`config.mk`:
```
export PLATFORM = sky130hd
export DESIGN_NAME = sram_bus_ctrl
export DESIGN_NICKNAME = d
export VERILOG_FILES = /design/src/rtl/smc_pkg.sv /design/src/rtl/smc_decode.sv /design/src/rtl/smc_seq.sv /design/src/rtl/smc_pins.sv /design/src/rtl/sram_bus_ctrl.sv
export SDC_FILE = /design/constraint.sdc
export NUM_CORES = 1
export LEC_CHECK = 0
export ABC_AREA = 1
export CORE_ASPECT_RATIO = 1.5
export CORE_MARGIN = 2
export CORE_UTILIZATION = 30
export DETAILED_ROUTE_END_ITERATION = 8
export HOLD_SLACK_MARGIN = 0.15
export PLACE_DENSITY_LB_ADDON = 0.2
export SLEW_MARGIN = 20
export SYNTH_ARGS = -nofsm -noshare
export SYNTH_HDL_FRONTEND = slang
export SYNTH_SLANG_ARGS = --single-unit
export TNS_END_PERCENT = 20
```
`constraint.sdc`:
```
create_clock -name clk -period 3.6 [get_ports clk]
set_clock_uncertainty 0.05 [all_clocks]
set_input_delay 0.72 -clock clk [delete_from_list [all_inputs] [get_ports clk]]
set_output_delay 0.72 -clock clk [all_outputs]
set_load 0.02 [all_outputs]
```
`src/rtl/smc_pkg.sv`:
```
package smc_pkg;

    localparam int ATTR_W = 4;
    localparam int TIM_W  = 32;
    localparam int DW     = 16;

    // Attribute nibble: bit3 lanes, bit2 wait, bit1 byte addressing, bit0 wide
    typedef struct packed {
        logic lane_en;
        logic wait_en;
        logic byte_addr;
        logic wide;
    } attr_t;

    typedef struct packed {
        logic       page_en;   // [31]
        logic [2:0] rsv_hi;    // [30:28]
        logic [3:0] t_page;    // [27:24]
        logic [3:0] t_ahold;   // [23:20]
        logic [3:0] t_chold;   // [19:16]
        logic [2:0] rsv_mid;   // [15:13]
        logic [4:0] t_acc;     // [12:8]
        logic [3:0] t_csu;     // [7:4]
        logic [3:0] t_asu;     // [3:0]
    } timing_t;

    typedef enum logic [2:0] {
        PH_IDLE = 3'd0,
        PH_ASU  = 3'd1,
        PH_CSU  = 3'd2,
        PH_ACC  = 3'd3,
        PH_CHD  = 3'd4,
        PH_AHD  = 3'd5,
        PH_ACK  = 3'd6
    } phase_e;

    typedef struct packed {
        logic [3:0] asu;
        logic [3:0] csu;
        logic [4:0] acc;
        logic [3:0] chd;
        logic [3:0] ahd;
    } lens_t;

    function automatic lens_t make_lens(timing_t t, logic page_hit);
        lens_t l;
        l.asu = t.t_asu;
        l.csu = t.t_csu;
        l.acc = page_hit ? {1'b0, t.t_page} : t.t_acc;
        if (l.acc == 5'd0) l.acc = 5'd1;
        l.chd = t.t_chold;
        l.ahd = t.t_ahold;
        return l;
    endfunction

    function automatic logic [4:0] len_of(phase_e p, lens_t l);
        logic [4:0] n;
        case (p)
            PH_ASU:  n = {1'b0, l.asu};
            PH_CSU:  n = {1'b0, l.csu};
            PH_ACC:  n = l.acc;
            PH_CHD:  n = {1'b0, l.chd};
            PH_AHD:  n = {1'b0, l.ahd};
            default: n = 5'd1;
        endcase
        return n;
    endfunction

    // First phase at or after 'from' that has a nonzero length.
    function automatic phase_e first_live(phase_e from, lens_t l);
        phase_e p;
        if (from <= PH_ASU && l.asu != 4'd0)      p = PH_ASU;
        else if (from <= PH_CSU && l.csu != 4'd0) p = PH_CSU;
        else if (from <= PH_ACC)                  p = PH_ACC;
        else if (from <= PH_CHD && l.chd != 4'd0) p = PH_CHD;
        else if (from <= PH_AHD && l.ahd != 4'd0) p = PH_AHD;
        else                                      p = PH_ACK;
        return p;
    endfunction

endpackage

```
`src/rtl/smc_decode.sv`:
```
module smc_decode #(
    parameter int          NBANK    = 4,
    parameter logic [31:0] WIN_BASE = 32'h0400_0000,
    parameter int          WIN_LOG2 = 24,
    localparam int         BW       = (NBANK > 1) ? $clog2(NBANK) : 1,
    localparam int         TW       = 32 - WIN_LOG2
) (
    input  logic [31:0]   addr,
    output logic          hit,
    output logic [BW-1:0] bank
);
    localparam logic [TW-1:0] TOP = WIN_BASE[31:WIN_LOG2];

    logic [NBANK-1:0] hit_vec;

    for (genvar n = 0; n < NBANK; n++) begin : g_win
        assign hit_vec[n] = (addr[31:WIN_LOG2] == TOP + TW'(n));
    end

    always_comb begin
        bank = '0;
        for (int n = 0; n < NBANK; n++) begin
            if (hit_vec[n]) bank = BW'(n);
        end
    end

    assign hit = |hit_vec;
endmodule

```
`src/rtl/smc_seq.sv`:
```
module smc_seq
    import smc_pkg::*;
(
    input  logic   clk,
    input  logic   rst,
    input  logic   go_hit,
    input  logic   go_miss,
    input  logic   stall,
    input  lens_t  lens,
    output phase_e phase,
    output logic   last_acc
);
    logic [4:0] cnt, cnt_n;
    phase_e     phase_n, nxt;

    always_comb begin
        phase_n = phase;
        cnt_n   = cnt;
        nxt     = first_live(phase_e'(phase + 3'd1), lens);
        case (phase)
            PH_IDLE: begin
                if (go_hit) begin
                    phase_n = first_live(PH_ASU, lens);
                    cnt_n   = len_of(phase_n, lens) - 5'd1;
                end else if (go_miss) begin
                    phase_n = PH_ACK;
                end
            end
            PH_ACK: phase_n = PH_IDLE;
            default: begin
                if (!stall) begin
                    if (cnt == 5'd0) begin
                        phase_n = nxt;
                        cnt_n   = len_of(nxt, lens) - 5'd1;
                    end else begin
                        cnt_n = cnt - 5'd1;
                    end
                end
            end
        endcase
    end

    always_ff @(posedge clk) begin
        if (rst) begin
            phase <= PH_IDLE;
            cnt   <= '0;
        end else begin
            phase <= phase_n;
            cnt   <= cnt_n;
        end
    end

    assign last_acc = (phase == PH_ACC) && (cnt == 5'd0) && !stall;
endmodule

```
`src/rtl/smc_pins.sv`:
```
module smc_pins
    import smc_pkg::*;
#(
    parameter int  NBANK = 4,
    localparam int BW    = (NBANK > 1) ? $clog2(NBANK) : 1
) (
    input  phase_e           phase,
    input  logic             is_wr,
    input  attr_t            attr,
    input  logic [1:0]       be,
    input  logic [BW-1:0]    bank,
    output logic [NBANK-1:0] cs_n,
    output logic             oe_n,
    output logic             we_n,
    output logic             lb_n,
    output logic             ub_n,
    output logic [1:0]       dq_oe
);
    logic cs_act, strobe;

    assign cs_act = (phase == PH_CSU) || (phase == PH_ACC) || (phase == PH_CHD);
    assign strobe = (phase == PH_ACC);

    for (genvar n = 0; n < NBANK; n++) begin : g_cs
        assign cs_n[n] = !(cs_act && (bank == BW'(n)));
    end

    assign oe_n  = !(strobe && !is_wr);
    assign we_n  = !(strobe && is_wr);
    assign lb_n  = !(cs_act && attr.lane_en && be[0]);
    assign ub_n  = !(cs_act && attr.lane_en && attr.wide && be[1]);
    assign dq_oe = (cs_act && is_wr) ? {attr.wide, 1'b1} : 2'b00;
endmodule

```
`src/rtl/sram_bus_ctrl.sv`:
```
module sram_bus_ctrl
    import smc_pkg::*;
#(
    parameter int          NBANK    = 4,
    parameter int          EXT_AW   = 16,
    parameter logic [31:0] WIN_BASE = 32'h0400_0000,
    parameter int          WIN_LOG2 = 24,
    parameter int          PAGE_W   = 2,
    localparam int         BW       = (NBANK > 1) ? $clog2(NBANK) : 1,
    localparam int         TAG_W    = EXT_AW - PAGE_W
) (
    input  logic                  clk,
    input  logic                  rst,
    input  logic [NBANK*4-1:0]    cfg_attr,
    input  logic [NBANK*32-1:0]   cfg_timing,
    input  logic                  req,
    input  logic                  req_we,
    input  logic [31:0]           req_addr,
    input  logic [15:0]           req_wdata,
    input  logic [1:0]            req_be,
    output logic                  ack,
    output logic [15:0]           rdata,
    output logic [NBANK-1:0]      mem_cs_n,
    output logic                  mem_oe_n,
    output logic                  mem_we_n,
    output logic                  mem_lb_n,
    output logic                  mem_ub_n,
    output logic [EXT_AW-1:0]     mem_addr,
    output logic [15:0]           mem_dq_o,
    output logic [1:0]            mem_dq_oe,
    input  logic [15:0]           mem_dq_i,
    input  logic                  mem_wait_n
);
    logic          hit;
    logic [BW-1:0] bank_now, bank_q;
    attr_t         attr_now, attr_q;
    timing_t       tim_now;
    lens_t         lens_now, lens_q, lens_use;
    phase_e        phase;
    logic          last_acc, stall, go_hit, go_miss, page_hit;
    logic [EXT_AW-1:0] ext_now;
    logic [EXT_AW:0]   byte_lo;
    logic          we_q;
    logic [1:0]    be_q;
    logic [15:0]   wdata_q;
    logic          last_v;
    logic [BW-1:0] last_bank;
    logic [TAG_W-1:0] last_tag;
    logic          unused_bits;

    assign unused_bits = ^req_addr[WIN_LOG2-1:EXT_AW+1] ^ tim_now.rsv_hi[0];

    smc_decode #(.NBANK(NBANK), .WIN_BASE(WIN_BASE), .WIN_LOG2(WIN_LOG2)) dec_i (
        .addr (req_addr),
        .hit  (hit),
        .bank (bank_now)
    );

    assign attr_now = attr_t'(cfg_attr[bank_now*ATTR_W +: ATTR_W]);
    assign tim_now  = timing_t'(cfg_timing[bank_now*TIM_W +: TIM_W]);
    assign byte_lo  = req_addr[EXT_AW:0];
    assign ext_now  = (attr_now.wide && !attr_now.byte_addr) ? byte_lo[EXT_AW:1]
                                                             : byte_lo[EXT_AW-1:0];
    assign page_hit = tim_now.page_en && last_v && (last_bank == bank_now)
                      && (last_tag == ext_now[EXT_AW-1:PAGE_W]);
    assign lens_now = make_lens(tim_now, page_hit);

    assign go_hit   = (phase == PH_IDLE) && req && hit;
    assign go_miss  = (phase == PH_IDLE) && req && !hit;
    assign lens_use = (phase == PH_IDLE) ? lens_now : lens_q;
    assign stall    = (phase == PH_ACC) && attr_q.wait_en && !mem_wait_n;

    smc_seq seq_i (
        .clk      (clk),
        .rst      (rst),
        .go_hit   (go_hit),
        .go_miss  (go_miss),
        .stall    (stall),
        .lens     (lens_use),
        .phase    (phase),
        .last_acc (last_acc)
    );

    always_ff @(posedge clk) begin
        if (rst) begin
            bank_q    <= '0;
            attr_q    <= '0;
            lens_q    <= '0;
            we_q      <= 1'b0;
            be_q      <= '0;
            wdata_q   <= '0;
            mem_addr  <= '0;
            rdata     <= '0;
            last_v    <= 1'b0;
            last_bank <= '0;
            last_tag  <= '0;
        end else begin
            if (go_hit) begin
                bank_q    <= bank_now;
                attr_q    <= attr_now;
                lens_q    <= lens_now;
                we_q      <= req_we;
                be_q      <= req_be;
                wdata_q   <= req_wdata;
                mem_addr  <= ext_now;
                last_v    <= 1'b1;
                last_bank <= bank_now;
                last_tag  <= ext_now[EXT_AW-1:PAGE_W];
            end
            if (go_miss) begin
                rdata <= '0;
            end else if (last_acc && !we_q) begin
                rdata <= attr_q.wide ? mem_dq_i : {8'h00, mem_dq_i[7:0]};
            end
        end
    end

    smc_pins #(.NBANK(NBANK)) pins_i (
        .phase (phase),
        .is_wr (we_q),
        .attr  (attr_q),
        .be    (be_q),
        .bank  (bank_q),
        .cs_n  (mem_cs_n),
        .oe_n  (mem_oe_n),
        .we_n  (mem_we_n),
        .lb_n  (mem_lb_n),
        .ub_n  (mem_ub_n),
        .dq_oe (mem_dq_oe)
    );

    assign mem_dq_o = attr_q.wide ? wdata_q : {8'h00, wdata_q[7:0]};
    assign ack      = (phase == PH_ACK);
endmodule

```
==> flow_summary.ini, run 1 <==
[hold_path]
whs_path_depth = 2
hp-start = rdata[6]
hold-path-endpoint = rdata[6]
hold_class = reg2reg

[finish]
postLayoutCoreUtil_pct = 52.7
diodes = 0
instances_no_fill = 1654
drive_above_1_share_pct = 19.4
num-fill-cells = 2011
fin_nets = 1607
area_delta_synth_final_pct = 71.6

[placed_design]
dp_hpwl_microns = 17300
place.port_buffers = 242
gp_congestion = 0.944
place_inst = 1585

[global_route]
grt_pass1_vias = 7549
grt-ovfl-total = 0
grt_pass1_wl_microns = 36700
antenna_found_initial = 0
grt.total_usage_pct = 21.0
grt_max_degree = 60

[synthesis]
synth_flop_cell = dfxtp_1
netlist_area_sq_um = 6270
seq_area_frac_synth_pct = 27.5
synth-edff-count = 0
ys_top_cells_by_area = dfxtp_1 27%, nand2_1 16%, inv_1 8.6%
synth.top_cell.area_share_pct = 27.5
syn-num-nets = 1283
syn_inst = 1061
syn_avg_cell_area_sq_um = 5.91
ys_ff_latch = 86
synth.distinct_cells = 42
synth-async-reset-ratio_pct = 0
yosysMostFrequentCell = nand2_1
synth_warnings = 0
yosys.area.top_type = dfxtp_1
ys_top_cells_by_count = 269 x nand2_1, 143 x inv_1, 132 x nor2_1

[routing]
via_count = 7882
drt_iter0_markers = 306
firstDrtPassIters = 4
wl_met2_microns = 13000
drt-total-wl_microns = 24600
viasPerCell = 4.77
top_layer = met4
met3_length_microns = 1140
drc = 0
ant_nets = 0
post_drt_wl_per_cell_microns = 14.9
drt-met1-wl_microns = 9430

[worst_setup_path]
crit_type = in2reg
worst_path_most_repeated_cell = nand2_2
critPathSlowestCell = o211ai_1
timing.rr.start = seq_i.phase[0]
r2r_end = seq_i.cnt[2]
timing.critical_path.buf_inv = 7
worstPathMaxFanout = 6
worstRegToRegCells = 24
cp.required_ns = 3.80
r2r_setup_slack_ns = 0.36
slowest_delay_ns = 0.37
arrival_ns = 3.67
endpoint_kind = register
startpoint = req_addr[28]
cp-start-kind = primary input
critical_path.top_delay_family = simple AND/OR/NAND/NOR gates

[clocking]
ctsHtreeMaxLevel = 3
cts_tree = done
ctsLongestPathBuffers = 2
clockRootBuffer = clkbuf_16
cts.sinks = 86
clock_latency_ns = 0.35
cts_buffers = 9
cts_hold_buf = 0
clk_pin_slew_worst_paths_ns = 0.07

[sta]
period_needed_ns = 3.47
fmax_mhz = 288
worstMarginPinSlew_ns = 0.807
fin_crit_sh_pct = 96.5
slew_violations = 0
setup_violations = 0
tns_ns = 0
max_slew_margin_pct = 45.6
finalHoldViolCount = 0

[floorplan]
core_sq_um = 20400
num_rows = 64
initial_core_util_pct = 30.7
io_pins = 274
die-area_sq_um = 22100
die_w_microns = 122
die_height_microns = 181

[pwr]
ir_worst_vdd_mv = 0.340
power_density_nw_per_um2 = 435
power_mw = 4.68
leakage_nw = 4.94

[job]
cap_violations = 0

[run_status]
status = finished clean
## metal layers
layer	GRT usage [%]	vias to the layer above
met4	8.23	0
met2	40.0	217
met1	22.4	3553
met5	0	-
met3	3.54	53
li1	-	4059
## worst min-delay path: cells and delay by family, from the launching register on
family	cells	cell delay [ns]
compound gates	1	0.05
flops	1	0.30
simple gates	1	0.06
## where the power goes
group	switching, mW	leakage [nW]	internal, mW	total [mW]
Sequential	0.0398	0.695	0.996	1.04
Combinational	1.44	4.10	1.22	2.66
Clock	0.423	0.149	0.561	0.984
Total	1.90	4.94	2.78	4.68
## cell usage in the layout (no fill, tap or decap), types with 2 or more instances in the layout
cell type	instances
o21ai_1	10
nand3b_1	8
nor3_1	5
nand3_2	21
dfxtp_1	86
a21oi_1	43
ha_1	6
clkbuf_16	12
buf_12	12
nand3_1	84
o211ai_1	39
a32oi_1	6
nand4_1	5
or2_2	7
nor2_4	10
o22ai_1	4
nand2_1	240
buf_16	2
inv_1	141
o21ai_0	77
clkbuf_2	2
nand3_4	4
clkinv_4	2
o21bai_1	2
nand2_4	7
buf_4	102
buf_6	17
nand2_8	6
clkinv_1	2
nor2_2	13
a31oi_1	4
o2111ai_1	2
a21oi_4	2
clkdlybuf4s50_1	234
nor2_1	116
inv_2	3
nand2_2	31
## registers in the layout, indices dropped and copies added, names as in the netlist, 2 cells and up
register / cells
wdata_q: 16
lens_q: 21
seq_i.cnt: 5
rdata: 16
mem_addr: 16
seq_i.phase: 3
be_q: 2
last_bank: 2
attr_q: 3
## area by class of cell
type / count / area (sq um) / area share [%]
inverter: 148 / 566 / 5.26
multi-input combinational: 765 / 4120 / 38.3
clock inverter: 6 / 68.8 / 0.640
tap: 264 / 330 / 3.07
timing repair buffer: 375 / 3710 / 34.5
clock buffer: 10 / 239 / 2.22
sequential: 86 / 1720 / 16.0
## repair_timing
item                                    CTS  global route
pin swaps                                35            62
resized for setup                        66           112
setup buffers                            28            20
cloned                                    4             4
endpoints found under the setup margin    5             5
## worst max-delay path by stage
stage | endpoint | slack (ns) | cells past startpoint
2_1_floorplan | seq_i.cnt[2] | 0.28 | 24
3_3_place_gp | seq_i.cnt[4] | -0.63 | 30
3_5_place_dp | seq_i.cnt[2] | -0.67 | 26
4_1_cts | seq_i.cnt[4] | 0.04 | 28
5_1_grt | seq_i.cnt[2] | -0.07 | 29
6_report | seq_i.cnt[2] | 0.13 | 29
## stage by stage
stage,cell area [sq um],setup WS [ns],hold slack [ns]
4_1_cts,10200,0.0434,0.417
6_report,10800,0.127,0.414
3_3_place_gp,9330,-0.633,0.400
3_5_place_dp,9330,-0.672,0.408
2_1_floorplan,6270,0.278,0.387
5_1_grt,10800,-0.0660,0.426
## logic make-up (layout without fill, tap and decap cells)
kind of cell | count (synthesis) | count (layout) | synth area share (%)
simple gates | 559 | 560 | 38.1
fa+ha+maj | 7 | 7 | 1.40
xor+xnor | 1 | 1 | 0.140
compound gates | 197 | 197 | 18.6
flops | 86 | 86 | 27.5
buf+inv | 211 | 539 | 14.3
Note: power is estimated with default switching activity, not from simulation.
==> run 2: changes to the inputs <==
--- a/config.mk
+++ b/config.mk
@@ -11,7 +11,6 @@
 export CORE_UTILIZATION = 30
 export DETAILED_ROUTE_END_ITERATION = 8
 export HOLD_SLACK_MARGIN = 0.15
-export PLACE_DENSITY_LB_ADDON = 0.2
 export SLEW_MARGIN = 20
 export SYNTH_ARGS = -nofsm -noshare
 export SYNTH_HDL_FRONTEND = slang
==> flow_summary.ini, run 2 (synthesized netlist as in run 1, its figures left out) <==
[sta]
slew_violations = 0
period_needed_ns = 3.50
worstMarginPinSlew_ns = 0.691
whs_ns = 0.414
finalHoldViolCount = 0
fmax_mhz = 285
fin_ws_ns = 0.0969
fin_crit_sh_pct = 97.3
max_slew_margin_pct = 53.9
setup_violations = 0
tns_ns = 0
rsz0062_at_grt = true

[floorplan]
core_sq_um = 20400
initial_core_util_pct = 30.7
die_w_microns = 122
die_height_microns = 181
die-area_sq_um = 22100
io_pins = 274
num_rows = 64

[routing]
post_drt_wl_per_cell_microns = 14.6
ant_nets = 0
via_count = 7817
viasPerCell = 4.76
drc = 0
drt_iter0_markers = 268
drt-total-wl_microns = 24000
firstDrtPassIters = 4

[worst_setup_path]
timing.rr.start = seq_i.phase[0]
r2r_setup_slack_ns = 0.35
cp.required_ns = 3.80
crit_type = in2reg
worstSetupEndpoint = seq_i.cnt[4]
cp-start-kind = primary input
worstPathMaxFanout = 11
arrival_ns = 3.70
worstRegToRegCells = 26
endpoint_kind = register
startpoint = req_addr[29]
r2r_end = seq_i.cnt[4]

[finish]
diodes = 0
instances_no_fill = 1642
multiInputGateArea_sq_um = 4180
num-fill-cells = 2007
fin_nets = 1595
final_cell_mix = 234 x clkdlybuf4s50_1, 233 x nand2_1, 141 x inv_1, 119 x nor2_1, 92 x buf_4
largest_reg_flops = 21
final-seq-area_sq_um = 1720
area_delta_synth_final_pct = 70.8
drive_above_1_share_pct = 20.0
largest-register = lens_q
layout_commonest_cell = clkdlybuf4s50_1

[clocking]
clockRootBuffer = clkbuf_16
cts_hold_buf = 0
cts.sinks = 86
clk_pin_slew_worst_paths_ns = 0.06
cts_buffers = 9
ctsLongestPathBuffers = 2
ctsHtreeMaxLevel = 3
cts_tree = done
clock_latency_ns = 0.36

[placed_design]
place.port_buffers = 242
dpl_worst_slack_ns = -0.775
dp_hpwl_microns = 18000
place_inst = 1598
gp_congestion = 0.897

[pwr]
power_mw = 4.59
ir_worst_vdd_mv = 0.255
power_density_nw_per_um2 = 429
leakage_nw = 4.93

[global_route]
grt_max_degree = 65
grt_pass1_wl_microns = 37100
grt-ovfl-total = 0
grt.total_usage_pct = 21.1
antenna_found_initial = 0
grt_pass1_vias = 7531

[job]
cap_violations = 0

[run_status]
status = finished clean

[hold_path]
hold_class = reg2reg
-- run 2: changes by cell type in the layout (fill, tap and decap cells not counted), moves of 5 or more --
cell / previous run / this run
nand2_4: 7 / 12
nand3_2: 21 / 26
o21ai_2: 1 / 8
nand2_1: 240 / 233
buf_4: 102 / 92
nand3_1: 84 / 78
nand2_2: 31 / 36
o21ai_1: 10 / 3
-- run 2: worst min-delay path by stage --
stage / start / endpoint / cells after the start
finish: rdata[9] / rdata[9] / 2
global placement: rdata[7] / rdata[7] / 2
global route: rdata[8] / rdata[8] / 2
CTS: rdata[9] / rdata[9] / 2
floorplan: lens_q[12] / lens_q[12] / 2
detailed placement: rdata[9] / rdata[9] / 2
-- run 2: layout make-up --
| type | count | area share, % |
|---|---|---|
| Clock buffer | 9 | 2.10 |
| Clock inverter | 7 | 1.12 |
| Inverter | 148 | 5.23 |
| Multi-Input combinational cell | 765 | 39.1 |
| Sequential cell | 86 | 16.1 |
| Tap cell | 264 | 3.08 |
| Timing Repair Buffer | 363 | 33.3 |
-- run 2: critical path, stage by stage --
cell     delay, ns
buf_6         0.10
nor2_4        0.17
nand4_1       0.19
buf_4         0.19
nand3_4       0.10
nand2_8       0.09
buf_12        0.14
buf_16        0.14
nand3_2       0.09
nand2_2       0.07
nand2_2       0.08
nand2_1       0.07
nor2_1        0.11
nand2_1       0.09
nor2_4        0.24
nand3_2       0.12
nand2_2       0.09
nor2_2        0.04
nand2_1       0.07
nand2_2       0.08
a21oi_4       0.21
ha_4          0.18
nand3_1       0.09
nand2_1       0.06
nand3_1       0.06
nand2_1       0.06
inv_1         0.03
-- run 2: where the power goes --
part,switching [mW],internal [mW]
Combinational,1.33,1.13
Sequential,0.0390,0.996
Clock,0.415,0.681
-- run 2: through the flow --
step                      utilization [%]  area, sq um
final                                52.4        10700
after CTS                            49.7        10100
after detailed placement             46.3         9460
after global placement               46.3         9460
after floorplan                         -         6270
after global routing                 52.4        10700
-- run 2: what timing repair did --
item	CTS	global route
setup buffers	14	11
pin swaps	28	52
gates resized for setup	63	117
setup endpoints to repair	5	5
cloned	2	3
-- run 2: per-layer routing --
layer	part of all wire (%)	wire length, microns	track usage [%]	vias to the layer above
li1	-	-	-	4049
met3	4.8	1150	3.44	40
met2	53	12800	39.4	202
met5	0	0	0	-
met1	39	9390	23.3	3526
met4	2.9	706	8.00	0
==> run 3: changes to the inputs <==
--- a/config.mk
+++ b/config.mk
@@ -9,6 +9,8 @@
 export CORE_ASPECT_RATIO = 1.5
 export CORE_MARGIN = 2
 export CORE_UTILIZATION = 30
+export CTS_BUF_LIST = sky130_fd_sc_hd__clkbuf_16
+export CTS_CLUSTER_DIAMETER = 150
 export DETAILED_ROUTE_END_ITERATION = 8
 export HOLD_SLACK_MARGIN = 0.15
 export SLEW_MARGIN = 20
==> constraint.sdc (replaced) <==
create_clock -name clk -period 4.5 [get_ports clk]
set_clock_uncertainty 0.05 [all_clocks]
set_input_delay 0.9 -clock clk [delete_from_list [all_inputs] [get_ports clk]]
set_output_delay 0.9 -clock clk [all_outputs]
set_load 0.02 [all_outputs]
==> flow_summary.ini, run 3 (synthesized netlist as in run 1, its figures left out) <==
[run_status]
status = finished clean

[finish]
largest_reg_flops = 21
drive_above_1_share_pct = 9.77
area_delta_synth_final_pct = 53.6
fin_nets = 1548
num-fill-cells = 2140
postLayoutCoreUtil_pct = 47.2
layout_commonest_cell = nand2_1
instances_no_fill = 1595
largest-register = lens_q
diodes = 0
final_cell_mix = 269 x nand2_1, 242 x clkdlybuf4s50_1, 143 x inv_1, 130 x nor2_1, 106 x nand3_1

[clocking]
ctsHtreeMaxLevel = 3
clockRootBuffer = clkbuf_16
clk_pin_slew_worst_paths_ns = 0.06
cts.sinks = 86
clock_latency_ns = 0.35
ctsLongestPathBuffers = 2
cts_hold_buf = 0
cts_tree = done
cts_buffers = 9

[sta]
max_slew_margin_pct = 28.8
tns_ns = 0
worstMarginPinSlew_ns = 1.07
fin_crit_sh_pct = 91.3
rsz0062_at_grt = false
finalHoldViolCount = 0
period_needed_ns = 4.11
fmax_mhz = 243
setup_violations = 0
slew_violations = 0

[global_route]
grt_max_degree = 66
grt.total_usage_pct = 20.1
grt-ovfl-total = 0
antenna_found_initial = 0
grt_pass1_vias = 7212
grt_pass1_wl_microns = 35600

[floorplan]
core_sq_um = 20400
io_pins = 274
initial_core_util_pct = 30.7
num_rows = 64
die-area_sq_um = 22100
die_w_microns = 122
die_height_microns = 181

[worst_setup_path]
arrival_ns = 4.30
crit_type = in2reg
worstRegToRegCells = 24
r2r_setup_slack_ns = 1.07
r2r_end = seq_i.cnt[2]
endpoint_kind = register
cp.required_ns = 4.70
worstPathMaxFanout = 12
cp-start-kind = primary input
timing.rr.start = seq_i.phase[0]

[pwr]
ir_worst_vdd_mv = 0.201
power_mw = 3.27
pwr-share-comb_pct = 49.5
p_sw_mw = 1.27
leakage_nw = 4.48
seq_power_share_pct = 25.3
p_int_mw = 2.00
power_density_nw_per_um2 = 340
power_frac_clock_pct = 25.2
swShare_pct = 39.0

[routing]
firstDrtPassIters = 5
drt_iter0_markers = 329
drc = 0
post_drt_wl_per_cell_microns = 14.0
viasPerCell = 4.70
via_count = 7492
drt-total-wl_microns = 22300
ant_nets = 0

[placed_design]
gp_congestion = 0.959
dp_hpwl_microns = 17400
place_inst = 1577
place.port_buffers = 242

[hold_path]
hp-start = rdata[2]
hold-path-endpoint = rdata[2]
hold_class = reg2reg
whs_path_depth = 2

[job]
cap_violations = 0
==> run 3: changes by cell type in the layout (fill, tap and decap cells not counted), moves of 16 or more <==
cell / previous run / this run
buf_4: 92 / 70
buf_6: 16 / 0
nand2_2: 36 / 13
nand2_1: 233 / 269
nand3_2: 26 / 3
nand3_1: 78 / 106
==> run 3: layout make-up <==
cell class	instances	area [sq um]	area share, %
inverters	148	556	5.77
multi-input cells	764	3670	38.1
clock buffers	9	225	2.34
flip-flops and latches	86	1720	17.9
well taps	264	330	3.43
clock inverters	7	97.6	1.01
repair buffers	317	3030	31.4
==> run 3: timing repair <==
| action | in CTS | in global routing |
|---|---|---|
| endpoints found under the setup margin | 0 | 2 |
| buffers inserted | 0 | 2 |
| resized for setup | 0 | 6 |
==> run 3: layer usage <==
layer	track usage, %	up-vias	wire [microns]
li1	-	3934	-
met5	0	-	0
met1	22.2	3328	8840
met2	38.7	206	12000
met4	5.75	0	409
met3	3.09	24	1080
==> run 3: worst max path at each step <==
stage               slack, ns      endpoint         start
global route             0.01  seq_i.cnt[2]  req_addr[29]
global placement        -0.03  seq_i.cnt[2]  req_addr[29]
finish                   0.39  seq_i.cnt[2]  req_addr[29]
floorplan                 1.0  seq_i.cnt[2]  req_addr[31]
CTS                      0.31  seq_i.cnt[2]  req_addr[29]
detailed placement      -0.07  seq_i.cnt[2]  req_addr[29]
==> run 3: per-stage QoR <==
step                      instance area (sq um)  hold slack (ns)  setup WS, ns
final                                      9630            0.414         0.392
after global routing                       9630            0.440       0.00981
after CTS                                  9600            0.414         0.312
after detailed placement                   9280            0.404       -0.0682
after global placement                     9280            0.400       -0.0303
after floorplan                            6270            0.387         0.998
==> run 3: critical path, stage by stage <==
cell             delay, ns
clkdlybuf4s50_1       0.44
nor2_2                0.18
nand2_2               0.09
buf_4                 0.16
o21ai_0               0.20
nand3_2               0.09
nand2_2               0.15
buf_4                 0.21
nand3_1               0.11
nand3_1               0.12
nand2_1               0.07
nor2_1                0.25
nand2_1               0.08
nor2_1                0.14
nand3_1               0.14
buf_4                 0.17
nand3_1               0.10
nand3_1               0.09
nand2_1               0.07
nand2_1               0.04
nand2_1               0.07
nand2_2               0.09
xnor2_1               0.16
o21bai_1              0.12
inv_1                 0.05
==> run 3: power by group through the flow <==
stage | clock, mW | combinational [mW] | sequential, mW
after floorplan | 0 | 0.933 | 0.840
after global placement | 0 | 1.60 | 0.844
after detailed placement | 0 | 1.62 | 0.845
after CTS | 0.844 | 1.63 | 0.827
after global routing | 0.875 | 1.81 | 0.833
final | 0.823 | 1.62 | 0.828
